File: src/rtl/ptg_pkg.sv
package ptg_pkg;
  localparam int ADDR_W = 8;

  localparam logic [ADDR_W-1:0] OFS_CTRL  = 8'h00;
  localparam logic [ADDR_W-1:0] OFS_ISTAT = 8'h04;
  localparam logic [ADDR_W-1:0] OFS_IEN   = 8'h08;
  localparam logic [ADDR_W-1:0] OFS_TGT   = 8'h10;
  localparam logic [ADDR_W-1:0] OFS_PIN   = 8'h20;

  localparam int CTL_LEAD  = 0;
  localparam int CTL_PULSE = 1;
  localparam int CTL_TRAIL = 2;
  localparam int CTL_TSI   = 8;

  localparam int IRQ_BIT   = 5;
  localparam int PIN_POL   = 4;

  localparam logic [2:0] FSEL_LEAD = 3'd1;
  localparam logic [2:0] FSEL_TSI  = 3'd5;
endpackage

File: src/rtl/ptg_regs.sv
module ptg_regs
  import ptg_pkg::*;
#(
  parameter int NUM_PINS = 4,
  parameter int DATA_W   = 32,
  parameter int TIME_W   = 64
) (
  input  logic                            clk,
  input  logic                            rst_n,
  input  logic                            wr_en,
  input  logic [ADDR_W-1:0]               wr_addr,
  input  logic [DATA_W-1:0]               wr_data,
  input  logic [ADDR_W-1:0]               rd_addr,
  output logic [DATA_W-1:0]               rd_data,
  input  logic                            trail_evt,
  output logic                            ctrl_wr,
  output logic                            pulse_mode,
  output logic [1:0][TIME_W-1:0]          tgt,
  output logic [NUM_PINS-1:0][2:0]        pin_fsel,
  output logic [NUM_PINS-1:0]             pin_pol,
  output logic                            irq
);
  localparam int PIN_IW = (NUM_PINS > 1) ? $clog2(NUM_PINS) : 1;
  localparam logic [DATA_W-1:0] CTRL_MASK =
    DATA_W'((1 << CTL_LEAD) | (1 << CTL_PULSE) | (1 << CTL_TRAIL) | (1 << CTL_TSI));

  logic [DATA_W-1:0] ctrl_q, ctrl_d;
  logic              ien_q, ien_d;
  logic              istat_q, istat_d;
  logic              wr_ctrl, wr_ien, wr_istat;

  assign wr_ctrl  = wr_en && (wr_addr == OFS_CTRL);
  assign wr_ien   = wr_en && (wr_addr == OFS_IEN);
  assign wr_istat = wr_en && (wr_addr == OFS_ISTAT);

  always_comb begin
    ctrl_d  = wr_data & CTRL_MASK;
    ien_d   = wr_data[IRQ_BIT];
    istat_d = trail_evt | (istat_q & ~(wr_istat & wr_data[IRQ_BIT]));
  end

  always_ff @(posedge clk or negedge rst_n) begin
    if (!rst_n) begin
      ctrl_q  <= '0;
      ien_q   <= 1'b0;
      istat_q <= 1'b0;
    end else begin
      if (wr_ctrl) ctrl_q <= ctrl_d;
      if (wr_ien)  ien_q  <= ien_d;
      istat_q <= istat_d;
    end
  end

  // target slots: low word at +0, high word at +4, slots 8 bytes apart
  for (genvar s = 0; s < 2; s++) begin : g_tgt
    localparam logic [ADDR_W-1:0] LO_A = OFS_TGT + ADDR_W'(8 * s);
    localparam logic [ADDR_W-1:0] HI_A = OFS_TGT + ADDR_W'(8 * s + 4);
    logic              lo_en, hi_en;
    logic [TIME_W-1:0] tgt_q;
    assign lo_en = wr_en && (wr_addr == LO_A);
    assign hi_en = wr_en && (wr_addr == HI_A);
    always_ff @(posedge clk or negedge rst_n) begin
      if (!rst_n) begin
        tgt_q <= '0;
      end else begin
        if (lo_en) tgt_q[DATA_W-1:0]      <= wr_data;
        if (hi_en) tgt_q[TIME_W-1:DATA_W] <= wr_data[TIME_W-DATA_W-1:0];
      end
    end
    assign tgt[s] = tgt_q;
  end

  logic [NUM_PINS-1:0][DATA_W-1:0] pin_rd;

  for (genvar i = 0; i < NUM_PINS; i++) begin : g_pin
    localparam logic [ADDR_W-1:0] PA = OFS_PIN + ADDR_W'(4 * i);
    logic       cfg_en;
    logic [2:0] fsel_q;
    logic       pol_q;
    assign cfg_en = wr_en && (wr_addr == PA);
    always_ff @(posedge clk or negedge rst_n) begin
      if (!rst_n) begin
        fsel_q <= 3'd0;
        pol_q  <= 1'b0;
      end else if (cfg_en) begin
        fsel_q <= wr_data[2:0];
        pol_q  <= wr_data[PIN_POL];
      end
    end
    assign pin_fsel[i] = fsel_q;
    assign pin_pol[i]  = pol_q;
    always_comb begin
      pin_rd[i]          = '0;
      pin_rd[i][2:0]     = fsel_q;
      pin_rd[i][PIN_POL] = pol_q;
    end
  end

  logic [ADDR_W-1:0] rd_off;
  logic [PIN_IW-1:0] rd_idx;
  assign rd_off = rd_addr - OFS_PIN;
  assign rd_idx = rd_off[PIN_IW+1:2];

  always_comb begin
    rd_data = '0;
    case (rd_addr)
      OFS_CTRL:                     rd_data = ctrl_q;
      OFS_ISTAT:                    rd_data[IRQ_BIT] = istat_q;
      OFS_IEN:                      rd_data[IRQ_BIT] = ien_q;
      OFS_TGT:                      rd_data = tgt[0][DATA_W-1:0];
      OFS_TGT + ADDR_W'(4):         rd_data = tgt[0][TIME_W-1:DATA_W];
      OFS_TGT + ADDR_W'(8):         rd_data = tgt[1][DATA_W-1:0];
      OFS_TGT + ADDR_W'(12):        rd_data = tgt[1][TIME_W-1:DATA_W];
      default: begin
        if ((rd_off < ADDR_W'(4 * NUM_PINS)) && (rd_off[1:0] == 2'b00))
          rd_data = pin_rd[rd_idx];
      end
    endcase
  end

  assign ctrl_wr    = wr_ctrl;
  assign pulse_mode = ctrl_q[CTL_PULSE];
  assign irq        = istat_q & ien_q;

  // a trailing-edge event is recorded in the sticky status bit
  a_r4_evt_sets_status: assert property (@(posedge clk) disable iff (!rst_n)
    trail_evt |=> istat_q);

  // write-one clears status when no new event arrives
  a_r11_w1c_clears: assert property (@(posedge clk) disable iff (!rst_n)
    (wr_istat && wr_data[IRQ_BIT] && !trail_evt) |=> !istat_q);

  // writing zero to the status bit leaves a set bit set
  a_r11_w0_keeps: assert property (@(posedge clk) disable iff (!rst_n)
    (istat_q && !(wr_istat && wr_data[IRQ_BIT])) |=> istat_q);
endmodule

File: src/rtl/ptg_cmp.sv
module ptg_cmp #(
  parameter int TIME_W = 64
) (
  input  logic              clk,
  input  logic              rst_n,
  input  logic              load,
  input  logic              load_arm,
  input  logic [TIME_W-1:0] target,
  input  logic [TIME_W-1:0] now,
  output logic              fire
);
  logic armed_q, armed_d;

  // greater-or-equal so a coarse time step cannot skip the match
  assign fire = armed_q && !load && (now >= target);

  always_comb begin
    armed_d = armed_q;
    if (load)      armed_d = load_arm;
    else if (fire) armed_d = 1'b0;
  end

  always_ff @(posedge clk or negedge rst_n) begin
    if (!rst_n) armed_q <= 1'b0;
    else        armed_q <= armed_d;
  end

  // a comparator cannot fire on two consecutive cycles
  a_r5_fire_once: assert property (@(posedge clk) disable iff (!rst_n)
    fire |=> !fire);

  // loading a cleared enable keeps the comparator silent next cycle
  a_r6_disabled_silent: assert property (@(posedge clk) disable iff (!rst_n)
    (load && !load_arm) |=> !fire);
endmodule

File: src/rtl/ptg_pulse.sv
module ptg_pulse (
  input  logic clk,
  input  logic rst_n,
  input  logic ctrl_wr,
  input  logic pulse_mode,
  input  logic lead_fire,
  input  logic trail_fire,
  output logic lead_lvl,
  output logic trail_evt
);
  logic active_q, active_d;
  logic done_q, done_d;
  logic strobe_q, strobe_d;

  always_comb begin
    active_d = active_q;
    done_d   = done_q;
    strobe_d = 1'b0;
    if (ctrl_wr) begin
      active_d = 1'b0;
      done_d   = 1'b0;
    end else begin
      strobe_d = lead_fire && !pulse_mode;
      if (trail_fire) begin
        active_d = 1'b0;
        done_d   = 1'b1;
      end else if (lead_fire && pulse_mode && !done_q) begin
        active_d = 1'b1;
      end
    end
  end

  always_ff @(posedge clk or negedge rst_n) begin
    if (!rst_n) begin
      active_q <= 1'b0;
      done_q   <= 1'b0;
      strobe_q <= 1'b0;
    end else begin
      active_q <= active_d;
      done_q   <= done_d;
      strobe_q <= strobe_d;
    end
  end

  assign lead_lvl  = pulse_mode ? active_q : strobe_q;
  assign trail_evt = trail_fire;

  // the trailing edge ends the pulse window
  a_r4_trail_ends: assert property (@(posedge clk) disable iff (!rst_n)
    trail_fire |=> !active_q);

  // any control write returns the target output to idle
  a_r8_ctrl_idles: assert property (@(posedge clk) disable iff (!rst_n)
    ctrl_wr |=> !lead_lvl);

  // in strobe mode the output lasts a single cycle
  a_r12_strobe_single: assert property (@(posedge clk) disable iff (!rst_n)
    (strobe_q && !ctrl_wr) |=> !strobe_q);
endmodule

File: src/rtl/ptg_pinmux.sv
module ptg_pinmux
  import ptg_pkg::*;
#(
  parameter int NUM_PINS = 4
) (
  input  logic                     lead_lvl,
  input  logic [NUM_PINS-1:0][2:0] pin_fsel,
  input  logic [NUM_PINS-1:0]      pin_pol,
  output logic [NUM_PINS-1:0]      pin_out
);
  for (genvar i = 0; i < NUM_PINS; i++) begin : g_mux
    logic routed;
    assign routed     = (pin_fsel[i] == FSEL_LEAD) && lead_lvl;
    assign pin_out[i] = routed ^ pin_pol[i];
  end
endmodule

File: src/rtl/tt_pulse_gen.sv
module tt_pulse_gen
  import ptg_pkg::*;
#(
  parameter int NUM_PINS = 4,
  parameter int DATA_W   = 32,
  parameter int TIME_W   = 64
) (
  input  logic                clk,
  input  logic                rst_n,
  input  logic [TIME_W-1:0]   sys_time,
  input  logic                wr_en,
  input  logic [ADDR_W-1:0]   wr_addr,
  input  logic [DATA_W-1:0]   wr_data,
  input  logic [ADDR_W-1:0]   rd_addr,
  output logic [DATA_W-1:0]   rd_data,
  output logic [NUM_PINS-1:0] pin_out,
  output logic                irq
);
  logic rst_s1_q, rst_s2_q;

  always_ff @(posedge clk or negedge rst_n) begin
    if (!rst_n) begin
      rst_s1_q <= 1'b0;
      rst_s2_q <= 1'b0;
    end else begin
      rst_s1_q <= 1'b1;
      rst_s2_q <= rst_s1_q;
    end
  end

  logic                     rst_int_n;
  logic                     ctrl_wr, pulse_mode, trail_evt, lead_lvl;
  logic [1:0][TIME_W-1:0]   tgt;
  logic [NUM_PINS-1:0][2:0] pin_fsel;
  logic [NUM_PINS-1:0]      pin_pol;
  logic [1:0]               fire;
  logic [1:0]               arm_bit;

  assign rst_int_n  = rst_s2_q;
  assign arm_bit[0] = wr_data[CTL_LEAD];
  assign arm_bit[1] = wr_data[CTL_TRAIL];

  ptg_regs #(.NUM_PINS(NUM_PINS), .DATA_W(DATA_W), .TIME_W(TIME_W)) regs_i (
    .clk        (clk),
    .rst_n      (rst_int_n),
    .wr_en      (wr_en),
    .wr_addr    (wr_addr),
    .wr_data    (wr_data),
    .rd_addr    (rd_addr),
    .rd_data    (rd_data),
    .trail_evt  (trail_evt),
    .ctrl_wr    (ctrl_wr),
    .pulse_mode (pulse_mode),
    .tgt        (tgt),
    .pin_fsel   (pin_fsel),
    .pin_pol    (pin_pol),
    .irq        (irq)
  );

  for (genvar c = 0; c < 2; c++) begin : g_cmp
    ptg_cmp #(.TIME_W(TIME_W)) cmp_i (
      .clk      (clk),
      .rst_n    (rst_int_n),
      .load     (ctrl_wr),
      .load_arm (arm_bit[c]),
      .target   (tgt[c]),
      .now      (sys_time),
      .fire     (fire[c])
    );
  end

  ptg_pulse pulse_i (
    .clk        (clk),
    .rst_n      (rst_int_n),
    .ctrl_wr    (ctrl_wr),
    .pulse_mode (pulse_mode),
    .lead_fire  (fire[0]),
    .trail_fire (fire[1]),
    .lead_lvl   (lead_lvl),
    .trail_evt  (trail_evt)
  );

  ptg_pinmux #(.NUM_PINS(NUM_PINS)) mux_i (
    .lead_lvl (lead_lvl),
    .pin_fsel (pin_fsel),
    .pin_pol  (pin_pol),
    .pin_out  (pin_out)
  );

  // after a trailing match the pulse window cannot open in that arming
  a_r7_no_late_lead: assert property (@(posedge clk) disable iff (!rst_int_n)
    (fire[1] && pulse_mode) |=> (!lead_lvl || ctrl_wr));

  // once a ctrl write is done, an unrouted pin sits at its polarity level
  a_r10_unrouted_idle: assert property (@(posedge clk) disable iff (!rst_int_n)
    ctrl_wr |=> (pin_out == pin_pol));
endmodule

File: config.mk
export PLATFORM = sky130hd
export DESIGN_NAME = tt_pulse_gen
export DESIGN_NICKNAME = d
export VERILOG_FILES = /design/src/rtl/ptg_pkg.sv /design/src/rtl/ptg_regs.sv /design/src/rtl/ptg_cmp.sv /design/src/rtl/ptg_pulse.sv /design/src/rtl/ptg_pinmux.sv /design/src/rtl/tt_pulse_gen.sv
export SDC_FILE = /design/constraint.sdc
export NUM_CORES = 1
export LEC_CHECK = 0
export BUFFER_PORTS_ARGS = -buffer_cell sky130_fd_sc_hd__buf_2
export CORE_AREA = 3 3 160 162
export CTS_CLUSTER_SIZE = 20
export DETAILED_ROUTE_END_ITERATION = 6
export DIE_AREA = 0 0 163 165
export PLACE_DENSITY = 0.73
export REMOVE_ABC_BUFFERS = 1
export SLEW_MARGIN = 30
export SYNTH_ARGS = -nofsm -noshare
export SYNTH_HDL_FRONTEND = slang
export SYNTH_SLANG_ARGS = --single-unit
File: constraint.sdc
create_clock -name clk -period 4.6 [get_ports clk]
set_input_delay 0.92 -clock clk [delete_from_list [all_inputs] [get_ports clk]]
set_output_delay 0.92 -clock clk [all_outputs]
set_load 0.05 [all_outputs]
# ---- After elaboration in Yosys (flattened, before gate mapping)
# Index checks and enable logic that the tools add are counted.
dict set report classes {
  addsub 1
  magnitude_cmp 4
  n_eq_ne 20
  n_mux 17
  bitwise_logic 9
  reduce_logical 33
}
# cell n
set op_table {}
lappend op_table {{$pmux 26 s6} 1}
lappend op_table {{$ge 64x64->1} 2}
lappend op_table {{$bmux 32 s2} 1}
lappend op_table {{$eq 8x5->1 const B} 8}
lappend op_table {{$mux 32} 2}
lappend op_table {{$eq 8x6->1 const B} 4}
lappend op_table {{$pmux 5 s6} 1}
lappend op_table {{$logic_and 1x1->1} 23}
lappend op_table {{$eq 8x3->1 const B} 2}
lappend op_table {{$eq 8x4->1 const B} 2}
lappend op_table {{$logic_not 8->1} 2}
lappend op_table {{$eq 3x1->1 const B} 4}
lappend op_table {{$mux 1} 11}
lappend op_table {{$lt 8x5->1 const B} 1}
lappend op_table {{$sub 8x6->8 const B} 1}
lappend op_table {{$pmux 1 s7} 1}
lappend op_table {{$reduce_bool 2->1} 2}
lappend op_table {{$xor 1x1->1} 4}
lappend op_table {{$and 1x1->1} 3}
lappend op_table {{$logic_not 1->1} 3}
lappend op_table {{$lt 2x3->1 const B} 1}
lappend op_table {{$reduce_bool 3->1} 1}
lappend op_table {{$logic_not 2->1} 1}
lappend op_table {{$reduce_or 2->1} 1}
lappend op_table {{2 further kinds} 2}
dict set report word_totals {
  regBits 157
  inputBits 115
  out_inout_bits 37
}

# ---- Depth between registers and ports, before layout
dict set report logic_depth {
  ltp_word 10
  depth_mapped 9
  ltp_nobuf 9
}

# ---- Modules after synthesis
# From an unflattened synthesis, not the netlist that was laid out.
dict set report hier_totals {
  hier_cells 939
  hier_area_um2 10543.9
}
# mod instances cells_per_inst area_each_um2 seq_area_each_um2
set by_module_without_submodules {}
lappend by_module_without_submodules {ptg_regs 1 457 6936.7 3753.6}
lappend by_module_without_submodules {ptg_cmp 2 230 1667.8 25.0}
lappend by_module_without_submodules {ptg_pulse 1 11 132.6 75.1}
lappend by_module_without_submodules {ptg_pinmux 1 8 85.1 0.0}
lappend by_module_without_submodules {tt_pulse_gen 1 3 53.8 50.0}

# ---- Least setup slack after synthesis
# OpenSTA, ideal clock, no wires.
dict set report synth_path {
  path_type {input to output}
  startpoint {input port rd_addr[3]}
  endpoint {output port rd_data[4]}
  arrival_time_ps 2590
  slack_ps 1090
  stages 4
  n_path_buf 1
  path_cell_list {clkbuf_1 nand2_1 o22a_1 o21ai_0}
}
dict set report synth_between {
  elab_chain_len 5
}
# item line
set synth_lines {}
lappend synth_lines {{from (decl)} tt_pulse_gen.sv:14} ;# input logic [ADDR_W-1:0] rd_addr,
lappend synth_lines {{$sub 8x6->8} ptg_regs.sv:101} ;# assign rd_off = rd_addr - OFS_PIN;
lappend synth_lines {{$lt 8x5->1 / $bmux 32 s2 (equally long branches)} {ptg_regs.sv:115, ptg_regs.sv:116}}
lappend synth_lines {{$logic_and 1x1->1 / $mux 32 (equally long branches)} {ptg_regs.sv:115, ptg_regs.sv:116}}
lappend synth_lines {{$mux 32} ptg_regs.sv:115} ;# if ((rd_off < ADDR_W'(4 * NUM_PINS)) && (rd_off[1:0] == 2'b00))
lappend synth_lines {{$pmux 5 s6 *} ptg_regs.sv:106} ;# case (rd_addr)
lappend synth_lines {{to (decl)} tt_pulse_gen.sv:15} ;# output logic [DATA_W-1:0] rd_data,
# Every way passes the cells marked *; elsewhere a longest branch is shown, timed or not. The select of a mux whose other input is x is not followed.

# ---- Worst setup path after layout
dict set report layout_path {
  startpoint {input port rd_addr[6]}
  endpoint {output port rd_data[1]}
}
dict set report layout_between {
  elab_chain_len 5
}
# item line
set layout_lines {}
lappend layout_lines {{$sub 8x6->8} ptg_regs.sv:101}
lappend layout_lines {{$lt 8x5->1} ptg_regs.sv:115}
lappend layout_lines {{$logic_and 1x1->1} ptg_regs.sv:115}
lappend layout_lines {{$mux 32} ptg_regs.sv:115}
lappend layout_lines {{$pmux 5 s6 *} ptg_regs.sv:106}
# Every way passes the cells marked *; elsewhere a longest branch is shown, timed or not.

==> out/qor.csv <==
metric,value,unit
outcome,"finished, final reports clean",
swShare,29.2,%
fin_setup_tns,0,ps
cts_sinks,157,
critPathMaxFanout,30,
layout.nets,1387,
worst_pin_slew,777,ps
cts_tree,built,
remaining_drc_errors,0,
worst_setup_path_end_kind,output pin,
synth_edf_count,0,
p_switching,1.01,mW
placed_area,11300,um^2
vdd_drop_max,181,uV
antennaDiodeCount,0,
maxCapViolations,0,
drt-initial-drc-count,437,
synth_ff_type,dfrtp_1,
drt-wirelength-per-cell,19.4,um
seq_area,3930,um^2
dieHeight,165,um
clockBufferDepth,2,
async_reset_ff_share,100,%
cts_root_buffer,clkbuf_16,
grt_first_pass_wirelength,44.2,mm
routed_via_density,5.52,
ctsHoldBuffers,0,
final_util,49.2,%
synthCells,986,
synth_cell_types,50,
area_growth,18.1,%
finalClockSkew,9.29,ps
p_int,2.45,mW
overflow,0,
gr-usage-all-layers,21.4,%
numCtsBuffers,17,
rsz0062_at_grt,false,
p_leak,5.80,nW
multiInputGateArea,5570,um^2
timing.slew.headroom,47.5,%
total_power,3.46,mW
start_util,41.7,%
required,3680,ps
hold_path_class,reg2async,
power_per_cell_area,290,nW/um^2
ys.warnings.count,0,
antenna_left,0,
drive_gt1_share,31.1,%
antenna_found_initial,3,
gp_congestion,0.877,
grt_pass1_vias,8259,
dieWidth,163,um
avgSynthCellArea,10.2,um^2
fin_crit_sh,81.3,%
setup_violations,0,
routed_wl,28.6,mm
cts.repair.resized,0,
min_period,3740,ps
power_frac_clock,42.6,%
portBuffers,151,
drtPass1Iterations,7,
fmax,267,MHz
cts_setup_buffers,0,
grt_max_degree,88,
clkTransAtPathRegs,70,ps
htreeDepth,4,
path_class,in2out,
p_comb_share,13.7,%
std_cell_rows,57,
report.final.hold_viol_count,0,
seqPwrFrac,43.6,%
dpl.hpwl,21.5,mm
drv_slew,0,
io_pins,152,
fin_area,11900,um^2
num-fill-cells,2271,
synth_seq_cells,157,
dieArea,26900,um^2
arrival,2820,ps
fp.coreArea,24200,um^2
synth_area,10100,um^2
ys_seq_area_share,38.9,%
worstSkewPairLatency,440,ps
critPathLaunchType,input pin,
vias,8171,
## per-stage QoR
step           setup WS, ps  std cells  hold WS [ps]
6_report                859       1480           229
5_1_grt                 728       1480           238
3_5_place_dp            911       1447           341
2_1_floorplan         -98.5        960           331
4_1_cts                 907       1479           238
3_3_place_gp            996       1447           336
## registers in the layout, summed over array words and instances, names as in the netlist
signal and count:
regs_i.g_tgt.tgt_q 128, regs_i.ctrl_q 4, regs_i.g_pin.fsel_q 12, rst_s1_q 1, pulse_i.strobe_q 1, regs_i.istat_q 1
rst_int_n 1, pulse_i.active_q 1, pulse_i.done_q 1, regs_i.g_pin.pol_q 4, regs_i.ien_q 1, g_cmp.cmp_i.armed_q 2
## cells in the mapped netlist, drive strengths merged, types with 2 or more instances
master,number,area (um^2)
o21ai,25,125
a211oi,13,103
o21bai,2,15.0
a21o,6,45.0
nand2b,2,12.5
nand2,87,327
mux4,4,90.1
nor3b,4,40.0
mux2i,2,20.0
a31oi,3,18.8
a221oi,3,26.3
nor4,4,31.3
clkbuf,16,60.1
a22oi,62,465
a21boi,2,15.0
nand4,24,156
ha,129,1610
a2111oi,2,30.0
mux2,146,1640
buf,10,38.8
nor2,27,101
and3,2,12.5
inv,137,514
nor2b,8,50.1
nor3,12,60.1
a21oi,51,255
o21a,5,37.5
nand3,22,110
xnor2,5,43.8
dfrtp,157,3930
## power by group through the flow
| stage | clock network (mW) | registers (mW) | logic (mW) |
|---|---|---|---|
| 4_1_cts | 1.51 | 1.52 | 0.466 |
| 3_5_place_dp | 0 | 1.54 | 0.462 |
| 2_1_floorplan | 0 | 1.53 | 0.278 |
| 3_3_place_gp | 0 | 1.54 | 0.442 |
| 6_report | 1.48 | 1.51 | 0.475 |
| 5_1_grt | 1.56 | 1.52 | 0.542 |
## metal layers
layer / vias up / track usage, % / share of wire (%)
met5: - / 0 / 0.098
met4: 6 / 7.19 / 2.3
met3: 54 / 3.94 / 5.3
met2: 227 / 35.6 / 48
met1: 4041 / 28.1 / 44
li1: 3843 / - / -
## final timing paths
check,start,to,slack [ps],depth (start not counted)
setup / recovery,rd_addr[6],rd_data[1],860,8
hold / removal,rst_int_n$_DFF_PN0_,regs_i.g_tgt[1].tgt_q[27]$_DFFE_PN0P_,230,0
setup reg to reg,regs_i.g_tgt[0].tgt_q[2]$_DFFE_PN0P_,pulse_i.strobe_q$_DFF_PN0_,1900,9
hold reg to reg,rst_int_n$_DFF_PN0_,regs_i.g_tgt[1].tgt_q[27]$_DFFE_PN0P_,230,0
max in group asynchronous,rst_int_n$_DFF_PN0_,regs_i.g_tgt[0].tgt_q[43]$_DFFE_PN0P_,3580,1
min in group clk,rst_s1_q$_DFF_PN0_,rst_int_n$_DFF_PN0_,350,0
## final cells by class
cell class | instances | area share [%]
Timing Repair Buffer | 164 | 7.42
Clock inverter | 15 | 1.64
Sequential cell | 157 | 33.0
Multi-Input combinational cell | 666 | 46.7
Inverter | 137 | 4.31
Tap cell | 324 | 3.40
Clock buffer | 17 | 3.57
## layout by cell type (no fill, tap or decap), types with 2 or more instances in the layout
cell	count
a2111oi_2	2
a211oi_1	12
a21o_1	6
a21oi_1	51
a221oi_1	3
a22oi_1	62
a31oi_1	3
and3_1	2
buf_2	151
buf_4	11
clkbuf_16	17
clkinv_4	2
clkinv_8	4
dfrtp_1	156
ha_1	129
inv_1	137
inv_6	3
inv_8	5
mux2_2	146
mux2i_1	2
mux4_2	4
nand2_1	87
nand2b_1	2
nand3_1	22
nand4_1	23
nor2_1	26
nor2b_1	7
nor3_1	11
nor3b_2	3
nor4_1	3
o21a_1	5
o21ai_0	25
o21bai_1	2
xnor2_1	5
## worst max-delay path, cell delays in order
cell and delay [ps]:
buf_2 100, nor3_1 260, nand3_1 280, nor3b_2 250, buf_4 450, a22oi_1 170, nand3_1 110, buf_2 270
## logic make-up (layout without fill, tap and decap cells)
logic type,count (synthesis),in the layout,share of synthesized area [%]
AO/OA/AOI/OAI,182,182,11.9
XOR/XNOR,5,5,0.434
adder cells (fa/ha/maj),129,129,16.0
buffers and inverters,163,333,6.07
flip-flops,157,157,38.9
multiplexers,152,152,17.4
other,1,1,0.0371
AND/OR/NAND/NOR,197,197,9.29
(Power assumes the default switching activity.)
